<file path="src/rtl/lu_pkg.sv">
package lu_pkg;

    typedef struct packed {
        logic       reg_dst;
        logic [1:0] alu_op;
        logic       alu_src;
        logic       mem_read;
        logic       mem_write;
        logic       mem_to_reg;
        logic       reg_write;
    } ctrl_t;

    localparam int CTRL_W = $bits(ctrl_t);

    localparam logic [5:0] OPC_RTYPE = 6'h00;
    localparam logic [5:0] OPC_LOAD  = 6'h23;
    localparam logic [5:0] OPC_STORE = 6'h2B;

endpackage

</file>
<file path="src/rtl/lu_hazard_detect.sv">
module lu_hazard_detect #(
    parameter int IDX_W   = 5,
    parameter int NUM_SRC = 2
) (
    input  logic                          ex_mem_read_i,
    input  logic [IDX_W-1:0]              ex_rt_i,
    input  logic [NUM_SRC-1:0][IDX_W-1:0] dec_src_i,
    output logic                          pc_write_o,
    output logic                          ifid_write_o,
    output logic                          bubble_o
);
    logic [NUM_SRC-1:0] hit;

    for (genvar s = 0; s < NUM_SRC; s++) begin : g_src
        assign hit[s] = (dec_src_i[s] == ex_rt_i);
    end

    always_comb begin
        bubble_o     = ex_mem_read_i && (|hit);
        pc_write_o   = !bubble_o;
        ifid_write_o = !bubble_o;
    end
endmodule

</file>
<file path="src/rtl/lu_ctrl_decode.sv">
module lu_ctrl_decode #(
    parameter int INSTR_W = 32
) (
    input  logic [INSTR_W-1:0] instr_i,
    output lu_pkg::ctrl_t      ctrl_o
);
    import lu_pkg::*;
    localparam int OPC_LSB = INSTR_W - 6;

    logic [5:0] opc;
    assign opc = instr_i[INSTR_W-1:OPC_LSB];

    always_comb begin
        ctrl_o = '0;
        if (instr_i != '0) begin
            unique case (opc)
                OPC_RTYPE: begin
                    ctrl_o.reg_dst   = 1'b1;
                    ctrl_o.alu_op    = 2'b10;
                    ctrl_o.reg_write = 1'b1;
                end
                OPC_LOAD: begin
                    ctrl_o.alu_src    = 1'b1;
                    ctrl_o.mem_read   = 1'b1;
                    ctrl_o.mem_to_reg = 1'b1;
                    ctrl_o.reg_write  = 1'b1;
                end
                OPC_STORE: begin
                    ctrl_o.alu_src   = 1'b1;
                    ctrl_o.mem_write = 1'b1;
                end
                default: ctrl_o = '0;
            endcase
        end
    end
endmodule

</file>
<file path="src/rtl/lu_front_regs.sv">
module lu_front_regs #(
    parameter int PC_W    = 32,
    parameter int INSTR_W = 32
) (
    input  logic               clk,
    input  logic               rst_n,
    input  logic               pc_write_i,
    input  logic               ifid_write_i,
    input  logic [INSTR_W-1:0] fetch_word_i,
    output logic [PC_W-1:0]    pc_o,
    output logic [INSTR_W-1:0] ifid_instr_o
);
    localparam logic [PC_W-1:0] PC_STEP = PC_W'(4);

    typedef struct packed {
        logic [PC_W-1:0]    pc;
        logic [INSTR_W-1:0] instr;
    } front_t;

    front_t front_d, front_q;

    always_comb begin
        front_d = front_q;
        if (pc_write_i)   front_d.pc    = front_q.pc + PC_STEP;
        if (ifid_write_i) front_d.instr = fetch_word_i;
    end

    always_ff @(posedge clk or negedge rst_n) begin
        if (!rst_n) front_q <= '0;
        else        front_q <= front_d;
    end

    assign pc_o         = front_q.pc;
    assign ifid_instr_o = front_q.instr;
endmodule

</file>
<file path="src/rtl/lu_idex_reg.sv">
module lu_idex_reg #(
    parameter int IDX_W = 5
) (
    input  logic               clk,
    input  logic               rst_n,
    input  logic               bubble_i,
    input  lu_pkg::ctrl_t      ctrl_i,
    input  logic [IDX_W-1:0]   rt_i,
    output lu_pkg::ctrl_t      ctrl_o,
    output logic [IDX_W-1:0]   rt_o
);
    typedef struct packed {
        lu_pkg::ctrl_t    ctrl;
        logic [IDX_W-1:0] rt;
    } idex_t;

    idex_t idex_d, idex_q;

    always_comb begin
        idex_d.rt   = rt_i;
        idex_d.ctrl = bubble_i ? '0 : ctrl_i;
    end

    always_ff @(posedge clk or negedge rst_n) begin
        if (!rst_n) idex_q <= '0;
        else        idex_q <= idex_d;
    end

    assign ctrl_o = idex_q.ctrl;
    assign rt_o   = idex_q.rt;
endmodule

</file>
<file path="src/rtl/lu_stall_unit.sv">
module lu_stall_unit #(
    parameter int PC_W    = 32,
    parameter int INSTR_W = 32,
    parameter int IDX_W   = 5
) (
    input  logic                      clk,
    input  logic                      rst_n,
    input  logic [INSTR_W-1:0]        imem_rdata_i,
    output logic [PC_W-1:0]           pc_o,
    output logic [INSTR_W-1:0]        ifid_instr_o,
    output logic [lu_pkg::CTRL_W-1:0] idex_ctrl_o,
    output logic                      pc_write_o,
    output logic                      ifid_write_o,
    output logic                      bubble_o
);
    import lu_pkg::*;
    localparam int NUM_SRC = 2;
    localparam int RS_LSB  = INSTR_W - 6 - IDX_W;
    localparam int RT_LSB  = RS_LSB - IDX_W;

    logic [INSTR_W-1:0]              ifid_instr;
    logic [NUM_SRC-1:0][IDX_W-1:0]   dec_src;
    ctrl_t                           dec_ctrl, ex_ctrl;
    logic [IDX_W-1:0]                ex_rt;
    logic                            pc_we, ifid_we, bubble;

    assign dec_src[0] = ifid_instr[RS_LSB +: IDX_W];
    assign dec_src[1] = ifid_instr[RT_LSB +: IDX_W];

    lu_front_regs #(.PC_W(PC_W), .INSTR_W(INSTR_W)) u_front (
        .clk          (clk),
        .rst_n        (rst_n),
        .pc_write_i   (pc_we),
        .ifid_write_i (ifid_we),
        .fetch_word_i (imem_rdata_i),
        .pc_o         (pc_o),
        .ifid_instr_o (ifid_instr)
    );

    lu_ctrl_decode #(.INSTR_W(INSTR_W)) u_dec (
        .instr_i (ifid_instr),
        .ctrl_o  (dec_ctrl)
    );

    lu_hazard_detect #(.IDX_W(IDX_W), .NUM_SRC(NUM_SRC)) u_haz (
        .ex_mem_read_i (ex_ctrl.mem_read),
        .ex_rt_i       (ex_rt),
        .dec_src_i     (dec_src),
        .pc_write_o    (pc_we),
        .ifid_write_o  (ifid_we),
        .bubble_o      (bubble)
    );

    lu_idex_reg #(.IDX_W(IDX_W)) u_idex (
        .clk      (clk),
        .rst_n    (rst_n),
        .bubble_i (bubble),
        .ctrl_i   (dec_ctrl),
        .rt_i     (dec_src[1]),
        .ctrl_o   (ex_ctrl),
        .rt_o     (ex_rt)
    );

    assign ifid_instr_o = ifid_instr;
    assign idex_ctrl_o  = ex_ctrl;
    assign pc_write_o   = pc_we;
    assign ifid_write_o = ifid_we;
    assign bubble_o     = bubble;

    a_r4_bubble_clears_ctrl: assert property (@(posedge clk) disable iff (!rst_n)
        bubble |=> (ex_ctrl == '0));

    a_r5_front_frozen: assert property (@(posedge clk) disable iff (!rst_n)
        bubble |=> (pc_o == $past(pc_o)) && (ifid_instr == $past(ifid_instr)));

    a_r6_single_bubble: assert property (@(posedge clk) disable iff (!rst_n)
        bubble |=> !bubble);

    a_r7_pc_advances: assert property (@(posedge clk) disable iff (!rst_n)
        !bubble |=> (pc_o == $past(pc_o) + PC_W'(4)));

    a_r7_ctrl_follows: assert property (@(posedge clk) disable iff (!rst_n)
        !bubble |=> (ex_ctrl == $past(dec_ctrl)));

    a_r2_load_match_stalls: assert property (@(posedge clk) disable iff (!rst_n)
        (ex_ctrl.mem_read && (ex_rt == ifid_instr[RS_LSB +: IDX_W])) |-> !pc_we && !ifid_we);
endmodule

</file>
<file path="config.mk">
export PLATFORM = sky130hd
export DESIGN_NAME = lu_stall_unit
export DESIGN_NICKNAME = d
export VERILOG_FILES = /design/src/rtl/lu_pkg.sv /design/src/rtl/lu_hazard_detect.sv /design/src/rtl/lu_ctrl_decode.sv /design/src/rtl/lu_front_regs.sv /design/src/rtl/lu_idex_reg.sv /design/src/rtl/lu_stall_unit.sv
export SDC_FILE = /design/constraint.sdc
export NUM_CORES = 1
export LEC_CHECK = 0
export BUFFER_PORTS_ARGS = -buffer_cell sky130_fd_sc_hd__buf_4
export CORE_ASPECT_RATIO = 1.1
export CORE_UTILIZATION = 35
export DETAILED_ROUTE_END_ITERATION = 16
export MAX_ROUTING_LAYER = met4
export RECOVER_POWER = 50
export SLEW_MARGIN = 20
export SYNTH_ARGS = -nofsm -noshare
export SYNTH_HDL_FRONTEND = slang
export SYNTH_SLANG_ARGS = --single-unit
</file>
<file path="constraint.sdc">
create_clock -name clk -period 2.4 [get_ports clk]
set_input_delay 0.24 -clock clk [delete_from_list [all_inputs] [get_ports clk]]
set_output_delay 0.24 -clock clk [all_outputs]
set_load 0.05 [all_outputs]
</file>
# After elaboration in Yosys (flattened, before gate mapping)

Index checks and enable logic that the tools add are counted.

Output and inout bits: 75
Register bits: 77
Input port bits: 34
Word-level logic and storage cells: 29

Mux-type cells: 7
Reductions and logical operators: 7
Add/subtract/negate cells: 1
Equal/unequal tests: 4

Operators with widths:

| kind                                           | number |
|---|---|
| adder 32 x 3 -> 32 bit (second input constant) | 1 |
| nonzero test 32 bit                            | 1 |
| two-way mux 8 bit                              | 2 |
| equality test 6 bit (second input constant)    | 2 |
| equality test 5 bit                            | 2 |
| logical NOT 6 bit                              | 1 |
| OR reduction 2 bit                             | 3 |
| two-way mux 1 bit                              | 4 |
| two-way mux 3 bit                              | 1 |
| logical AND 1 bit                              | 1 |
| logical NOT 1 bit                              | 1 |

# Logic depth before layout (Yosys ltp)

Gate-level depths: netlist of run 1.

Depth in word-level cells: 5
Gate-level depth with buffers: 7

# Cells and area by module

From an unflattened synthesis of run 1, not the netlist that was laid out.

Cells, all modules: 246
Area total of the unflattened synthesis: 3230.6 um2

Modules (own cells, without submodules):

| module           | cells each | instances | seq. area each (um2) | area each (um2) |
|---|---|---|---|---|
| lu_front_regs    | 184        | 1         | 1551.5               | 2581.2 |
| lu_idex_reg      | 21         | 1         | 325.3                | 375.4 |
| lu_ctrl_decode   | 24         | 1         | 0.0                  | 143.9 |
| lu_hazard_detect | 17         | 1         | 0.0                  | 130.1 |

# Least setup slack after synthesis of run 1

Ideal clock, no wire load.

Path kind: register to register
Start: register u_front.front_q (netlist bit u_front.ifid_instr_o[25])
End: register u_idex.idex_q (netlist bit u_idex.ctrl_o[6])
Data required time: 2298 ps
Stages on the path, launching flop included: 7
Setup slack: 199 ps
Buffers on the path: 1
Arrival time: 2099 ps
Cell sequence: dfrtp_1 xor2_1 nor4_2 nor2_2 buf_2 inv_2 nor4_1

RTL lines:

| element                | line                | text |
|---|---|---|
| from (decl)            | lu_front_regs.sv:20 | `front_t front_d, front_q;` |
| from (signal assigned) | lu_front_regs.sv:30 | `else front_q <= front_d;` |
| to (signal assigned)   | lu_idex_reg.sv:26   | `else idex_q <= idex_d;` |
| to (decl)              | lu_idex_reg.sv:17   | `idex_t idex_d, idex_q;` |

# Worst setup path after layout of run 1

Start: register u_front.front_q (netlist bit u_front.ifid_instr_o[19])
End: output port bubble_o

Word-level cells in the longest chain between the ends: 3

Ends and longest elaborated chain:

| element             | line                   | text |
|---|---|---|
| equality test 5 bit | lu_hazard_detect.sv:15 | `assign hit[s] = (dec_src_i[s] == ex_rt_i);` |
| OR reduction 2 bit  | lu_hazard_detect.sv:19 | `bubble_o = ex_mem_read_i && (\|hit);` |
| logical AND 1 bit   | lu_hazard_detect.sv:19 |  |
| to (decl)           | lu_stall_unit.sv:14    | `output logic bubble_o` |

Every way passes these cells.

==> flow_metrics.env, run 1 <==
export IMPL_die_h_um=103.8
export IMPL_cp_arrival_ns=1.95
export IMPL_max_stage_delay_ns=0.44
export IMPL_final_period_utilization=0.9136
export IMPL_worst_pin_slew_ns=1.775
export IMPL_clock_latency_ns=0.35
export IMPL_grt_pass1_vias=2449
export IMPL_drt_wl_total_um=7210
export IMPL_dieWidth_um=94.51
export IMPL_rows=36
export IMPL_fp_coreArea_sq_um=9009
export IMPL_rsz0062_at_grt="false"
export IMPL_fmax_mhz=456.1
export IMPL_start_util=0.3657
export IMPL_maxSlewHeadroom=-0.1830
export IMPL_grt_util_all_layers=0.1656
export IMPL_clkPwrFrac=0.316
export IMPL_cts_tree="done"
export IMPL_dr_pass1_iters=4
export IMPL_netlist_instances=262
export IMPL_peakVddDrop_mv=0.2694
export IMPL_critPathKind="register to primary output"
export IMPL_failed_checks="capacitance limit, slew limit"
export IMPL_reg2reg_depth=6
export IMPL_htree_levels=3
export IMPL_final_common_cell="buf_4"
export IMPL_ys_warn_count=0
export IMPL_hpwl_um=5018
export IMPL_cts_root_buffer="clkbuf_8"
export IMPL_setup_viol=0
export IMPL_clock_sinks=72
export IMPL_cts_setup_buffers=0
export IMPL_pin_count=109
export IMPL_critical_path_top_delay_family="simple AND/OR/NAND/NOR gates"
export IMPL_min_to="u_front.ifid_instr_o[15]"
export IMPL_p_comb_frac=0.226
export IMPL_cts_buffer_depth=2
export IMPL_maxCapViolCount=1
export IMPL_endpoint_kind="primary output"
export IMPL_seq_area_frac_synth=0.5469
export IMPL_grt_overflow=0
export IMPL_numCtsBuffers=9
export IMPL_path_buf_inv=3
export IMPL_slew_viol_final=73
export IMPL_antenna_cells=0
export IMPL_fin_tns_setup_ns=0
export IMPL_mostFrequentLayoutCells="76 x buf_4, 72 x dfrtp_1, 33 x xor2_1, 33 x clkbuf_1, 28 x mux2_1"
export IMPL_layout_nets=397
export IMPL_start_kind="register"
export IMPL_min_from="imem_rdata_i[15]"
export IMPL_power_frac_seq=0.458
export IMPL_reg2reg_slack_ns=0.45
export IMPL_vias=2387
export IMPL_sw_frac_of_total=0.3351
export IMPL_wl_per_cell_um=14.99
export IMPL_p_sw_uw=1038
export IMPL_avgSynthCellArea_sq_um=12.57
export IMPL_drt_iter0_drc=47
export IMPL_grt_max_degree=73
export IMPL_crit_chain="xnor2_1 > nand3_1 > nor4_4 > nor2_4 > buf_12 > inv_2 > buf_4"
export IMPL_place_inst=465
export IMPL_ant_nets=0
export IMPL_viasPerCell=4.963
export IMPL_p_per_area_nw_per_um2=729.3
export IMPL_layout_min_cycle_time_ns=2.193
export IMPL_syn2layout_area_growth_pct=28.94
export IMPL_hold_violations=0
export IMPL_dieArea_sq_um=9805
export IMPL_worst_path_max_fanout=30
export IMPL_port_buffers=105
export IMPL_final_layout_size_suffix_gt1_frac=0.2997
export IMPL_hold_path_class="primary input to register"
export IMPL_drc=0
export IMPL_r2r_end="u_front.pc_o[24]"
export IMPL_p_leak_uw=0.002045
export IMPL_synth_cell_area_sq_um=3294
export IMPL_path_clk_slew_ns=0.07
export IMPL_run_status="finished with violations"
export IMPL_cp_slowest_cell="dfrtp_1"
export IMPL_synth_cell_types=31
export IMPL_required_ns=2.16
export IMPL_ctsHoldBuffers=0
export IMPL_p_int_uw=2060
export IMPL_ys_ff_latch=72
export IMPL_gp_congestion=0.7447
export IMPL_reg2reg_from="u_front.pc_o[3]"
export IMPL_fin_cells=481
export IMPL_antenna_found_initial=0
export IMPL_hold_depth=2
export IMPL_grt_pass1_wl_um=12290
export IMPL_finalClockSkew_ns=0.01353
==> sequential cells by signal, summed over array words and instances, names as in the netlist <==
signal	count
u_front.ifid_instr_o	32
u_idex.ctrl_o	5
u_idex.rt_o	5
u_front.pc_o	30
==> routing by layer <==
layer | GRT usage | wire, um | share of wire | vias up
met4 | 0.07468 | 135 | 0.019 | 0
li1 | - | - | - | 1131
met5 | - | 0 | 0 | -
met1 | 0.2232 | 3407 | 0.47 | 1157
met2 | 0.2376 | 3211 | 0.45 | 89
met3 | 0.03524 | 456 | 0.063 | 10
==> worst register-to-register path, cell delays in order, from the launching register on <==
cell and delay, ns:
dfrtp_1 0.42, ha_1 0.18, nand3_1 0.18, nor4_4 0.45
nand2_1 0.20, nor4b_2 0.27, xor2_1 0.18
==> Yosys cell counts <==
cell type	instances	area share
inv_1	1	0.0011
dfrtp_1	72	0.55
nor3b_2	1	0.0038
nor2_2	1	0.0019
nor4_1	13	0.025
nor2_1	5	0.0057
nor2b_1	1	0.0019
and3_1	3	0.0057
o21ai_0	2	0.0030
mux2_2	5	0.017
nand3_1	15	0.023
xnor2_1	6	0.016
nor4_2	3	0.011
nor3_1	14	0.021
nor3b_1	1	0.0023
nor4b_1	4	0.011
and4_1	2	0.0053
buf_2	7	0.011
nor4_4	2	0.013
nand2_1	7	0.0080
buf_4	12	0.027
and2_1	4	0.0076
clkbuf_1	3	0.0034
mux2_1	28	0.096
nand4_4	1	0.0065
ha_1	1	0.0038
conb_1	1	0.0011
xor2_1	33	0.088
inv_2	1	0.0011
nor4b_2	3	0.014
nand4_1	10	0.019
==> power by group through the flow <==
stage | sequential [uW] | clock [uW] | combinational, uW
after floorplan | 1710 | 0 | 191
after global placement | 1440 | 0 | 723
after detailed placement | 1440 | 0 | 723
after CTS | 1420 | 1010 | 726
after global routing | 1440 | 1060 | 743
final | 1420 | 979 | 700
==> through the flow <==
stage	setup WS (ns)	power, uW	cell area, sq um	util	hold WS [ns]
4_1_cts	0.1032	3156	4358	0.4838	0.05584
3_5_place_dp	0.4480	2168	4159	0.4617	0.4444
3_3_place_gp	0.5164	2163	4159	0.4617	0.4454
2_1_floorplan	0.1995	1903	3302	-	-0.05559
6_report	0.2075	3098	4248	0.4715	0.1120
5_1_grt	0.05458	3240	4248	0.4715	0.1032
==> kinds of logic (layout without fill, tap and decap cells) <==
logic type | Yosys count | count (layout) | share of synthesized area
simple gates | 90 | 90 | 0.1850
flops | 72 | 72 | 0.5469
xor+xnor | 39 | 39 | 0.1037
mux | 33 | 33 | 0.1128
buf+inv | 24 | 127 | 0.04367
compound gates | 2 | 2 | 0.003038
fa+ha+maj | 1 | 1 | 0.003797
other cells | 1 | 3 | 0.001138
==> what timing repair did <==
action                     4_1_cts  5_1_grt
setup endpoints to repair        0        1
hold endpoints to repair         0        0
gates resized for setup          0        1
==> final cells by class <==
class | instances | area (sq um)
clock buffers | 13 | 158.9
well taps | 114 | 142.6
multi-input cells | 168 | 1385
clock inverters | 3 | 40.04
inverters | 2 | 7.507
flip-flops and latches | 72 | 1802
fillers | 898 | 4761
repair buffers | 109 | 711.9
==> worst max path at each step <==
stage | startpoint | to | slack (ns) | cells after the start
global placement | u_front.ifid_instr_o[17] | bubble_o | 0.52 | 6
global route | u_front.ifid_instr_o[19] | bubble_o | 0.05 | 7
floorplan | u_front.ifid_instr_o[25] | u_idex.ctrl_o[6] | 0.20 | 6
CTS | u_front.ifid_instr_o[17] | bubble_o | 0.10 | 6
finish | u_front.ifid_instr_o[19] | bubble_o | 0.21 | 7
detailed placement | u_front.pc_o[3] | u_front.pc_o[26] | 0.45 | 6
Note: power is estimated with default switching activity, not from simulation.
==> run 2, diff against run 1 <==
Settings changed: ABC_AREA set to 1.
Clock period 2.4 ns to 2.2 ns, I/O delays scaled along.
==> run 2 against run 1 <==
  * The run still ends with capacitance limit, slew limit left
  * Register-to-register slack improved by 0.06 ns
  * Power increased by 28%
  * First-iteration DRC count increased to 3.2 times the previous value
  * Final area increased by 17%
  * Utilization decreased by 1.6 points
==> flow_metrics.env, run 2 <==
export IMPL_dr_pass1_iters=5
export IMPL_syn2layout_area_growth_pct=25.69
export IMPL_ys_ff_latch=72
export IMPL_ctsHoldBuffers=0
export IMPL_mostFrequentLayoutCells="245 x nand2_1, 79 x buf_4, 76 x nand3_1"
export IMPL_drt_iter0_drc=152
export IMPL_p_per_area_nw_per_um2=797.3
export IMPL_fp_coreArea_sq_um=10960
export IMPL_critPathKind="register to primary output"
export IMPL_fin_tns_setup_ns=0
export IMPL_peakVddDrop_mv=0.3315
export IMPL_hold_depth=3
export IMPL_clock_latency_ns=0.33
export IMPL_worst_pin_slew_ns=1.815
export IMPL_ys_warn_count=0
export IMPL_min_from="imem_rdata_i[4]"
export IMPL_required_ns=1.98
export IMPL_synth_cell_area_sq_um=3970
export IMPL_path_buf_inv=3
export IMPL_wl_per_cell_um=12.51
export IMPL_synth_edf_count=0
export IMPL_cts_buffer_depth=2
export IMPL_synth_commonest_cells="245 x nand2_1, 76 x nand3_1, 73 x nor2_1"
export IMPL_cts_setup_buffers=0
export IMPL_crit_chain="inv_1 > nand2_1 > nand2_1 > nor2_1 > nand3_1 > nand2_2 > nand2_2 > buf_4 > buf_4"
export IMPL_layout_nets=693
export IMPL_failed_checks="capacitance limit, slew limit"
export IMPL_antenna_found_initial=0
export IMPL_run_status="finished with violations"
export IMPL_layout_min_cycle_time_ns=1.977
export IMPL_max_stage_delay_ns=0.43
export IMPL_ant_nets=0
export IMPL_worst_path_max_fanout=14
export IMPL_endpoint_kind="primary output"
export IMPL_grt_util_all_layers=0.1892
export IMPL_numCtsBuffers=9
export IMPL_seq_area_frac_synth=0.4538
export IMPL_multi_input_area_sq_um=1844
export IMPL_start_kind="register"
export IMPL_grt_max_degree=73
export IMPL_synthTopCellsByArea="dfrtp_1 45%, nand2_1 23%, nand3_1 9.6%"
export IMPL_viasPerCell=4.686
export IMPL_rsz0062_at_grt="false"
export IMPL_cts_tree="done"
export IMPL_vias=3796
export IMPL_die_h_um=113.7
export IMPL_dieArea_sq_um=11770
export IMPL_dieWidth_um=103.5
export IMPL_reg2reg_depth=10
export IMPL_avgSynthCellArea_sq_um=7.027
export IMPL_cts_root_buffer="clkbuf_16"
export IMPL_antenna_cells=0
export IMPL_gp_congestion=0.8853
export IMPL_ys_flop_type="dfrtp_1"
export IMPL_synth_async_sr_flop_share=1.000
export IMPL_netlist_instances=565
export IMPL_grt_pass1_vias=3699
export IMPL_hpwl_um=7245
export IMPL_maxSlewHeadroom=-0.2098
export IMPL_start_util=0.3622
export IMPL_yosysMostFrequentCell="nand2_1"
export IMPL_port_buffers=105
export IMPL_cp_slowest_cell="dfrtp_1"
export IMPL_seq_area_sq_um=1803
export IMPL_path_clk_slew_ns=0.06
export IMPL_critical_path_top_delay_family="simple AND/OR/NAND/NOR gates"
export IMPL_finalClockSkew_ns=0.006665
export IMPL_synth_top_area_frac=0.4538
export IMPL_grt_pass1_wl_um=17420
export IMPL_reg2reg_from="u_front.pc_o[2]"
export IMPL_rows=40
export IMPL_final_layout_size_suffix_gt1_frac=0.1538
export IMPL_synth_cell_types=21
export IMPL_largest_reg_flops=32
export IMPL_hold_violations=0
export IMPL_maxCapViolCount=1
export IMPL_final_period_utilization=0.8987
export IMPL_r2r_end="u_front.pc_o[22]"
export IMPL_slew_viol_final=73
export IMPL_clock_sinks=72
export IMPL_htree_levels=3
export IMPL_nFillCells=1127
export IMPL_drt_wl_total_um=10130
export IMPL_pre_cts_slack_ns=0.5225
export IMPL_reg2reg_slack_ns=0.51
export IMPL_p_leak_uw=0.002572
export IMPL_min_to="u_front.ifid_instr_o[4]"
export IMPL_cts_resized_gates=0
export IMPL_hold_path_class="primary input to register"
export IMPL_fmax_mhz=505.8
export IMPL_cp_arrival_ns=1.76
export IMPL_grt_overflow=0
export IMPL_setup_ws_ns=0.2230
export IMPL_final_common_cell="nand2_1"
export IMPL_setup_viol=0
export IMPL_drc=0
export IMPL_synth_top_cell_by_area="dfrtp_1"
export IMPL_pin_count=109
run 2: cell types whose count changed after synthesis, moves of 23 or more:
cell / before / now
nor2_1: 5 / 73
mux2_1: 28 / 0
nand2_1: 7 / 245
nand3_1: 15 / 76
xor2_1: 33 / 10
inv_1: 1 / 32
run 2: power breakdown:
group	internal, uW	switching [uW]	leakage, uW
clock	937	536	0.000150
sequential	1430	141	0.000902
combinational	277	659	0.00152
run 2: worst register-to-register path, stage by stage (launching register included):
cell and delay, ns:
dfrtp_1 0.42, ha_1 0.27, inv_1 0.09, nor2_2 0.17, nand2_1 0.11, nor2_2 0.24, nand2_1 0.08, nand2_1 0.06
nand2_1 0.05, nand2_1 0.06, nand2_1 0.05
run 2: cells by family (layout without fill, tap and decap cells):
| kind of cell | after synthesis | in the layout | share of synthesized area |
|---|---|---|---|
| XOR/XNOR | 17 | 17 | 0.03750 |
| flip-flops | 72 | 72 | 0.4538 |
| other | 1 | 3 | 0.0009446 |
| adder cells (fa/ha/maj) | 1 | 1 | 0.003151 |
| AND/OR/NAND/NOR | 408 | 408 | 0.4198 |
| AO/OA/AOI/OAI | 1 | 1 | 0.001259 |
| buffers and inverters | 65 | 161 | 0.08352 |
run 2: through the flow:
stage	cell area (sq um)	util	std cells	hold slack [ns]	power, uW
after global routing	4990	0.4553	810	0.07254	4171
after floorplan	3978	-	567	-0.07559	2232
after CTS	5109	0.4661	810	0.06840	4055
after detailed placement	4808	0.4387	794	0.4197	2555
after global placement	4808	0.4387	794	0.4138	2551
final	4990	0.4553	810	0.08128	3978
run 2: cell type report:
cell class,count,area share
multi-input cells,430,0.3696
flip-flops and latches,72,0.3613
repair buffers,112,0.1472
clock buffers,13,0.05216
well taps,147,0.03686
inverters,33,0.02482
clock inverters,3,0.008024
run 2: layer usage:
layer | track usage | routed length [um] | vias up
met2 | 0.3074 | 4746 | 108
met5 | - | 0 | -
met1 | 0.2332 | 4693 | 1759
met4 | 0.07343 | 161 | 0
met3 | 0.03771 | 529 | 14
li1 | - | - | 1915
run 2: how the worst max path moves through the flow:
stage                            end  slack (ns)                      from  depth (start not counted)
global route              pc_write_o        0.09  u_front.ifid_instr_o[18]                          9
floorplan                   bubble_o        0.23  u_front.ifid_instr_o[25]                          9
finish                  ifid_write_o        0.22  u_front.ifid_instr_o[17]                          9
global placement        ifid_write_o        0.57  u_front.ifid_instr_o[17]                          9
CTS                     ifid_write_o        0.19  u_front.ifid_instr_o[17]                          9
detailed placement  u_front.pc_o[22]        0.52           u_front.pc_o[2]                         10
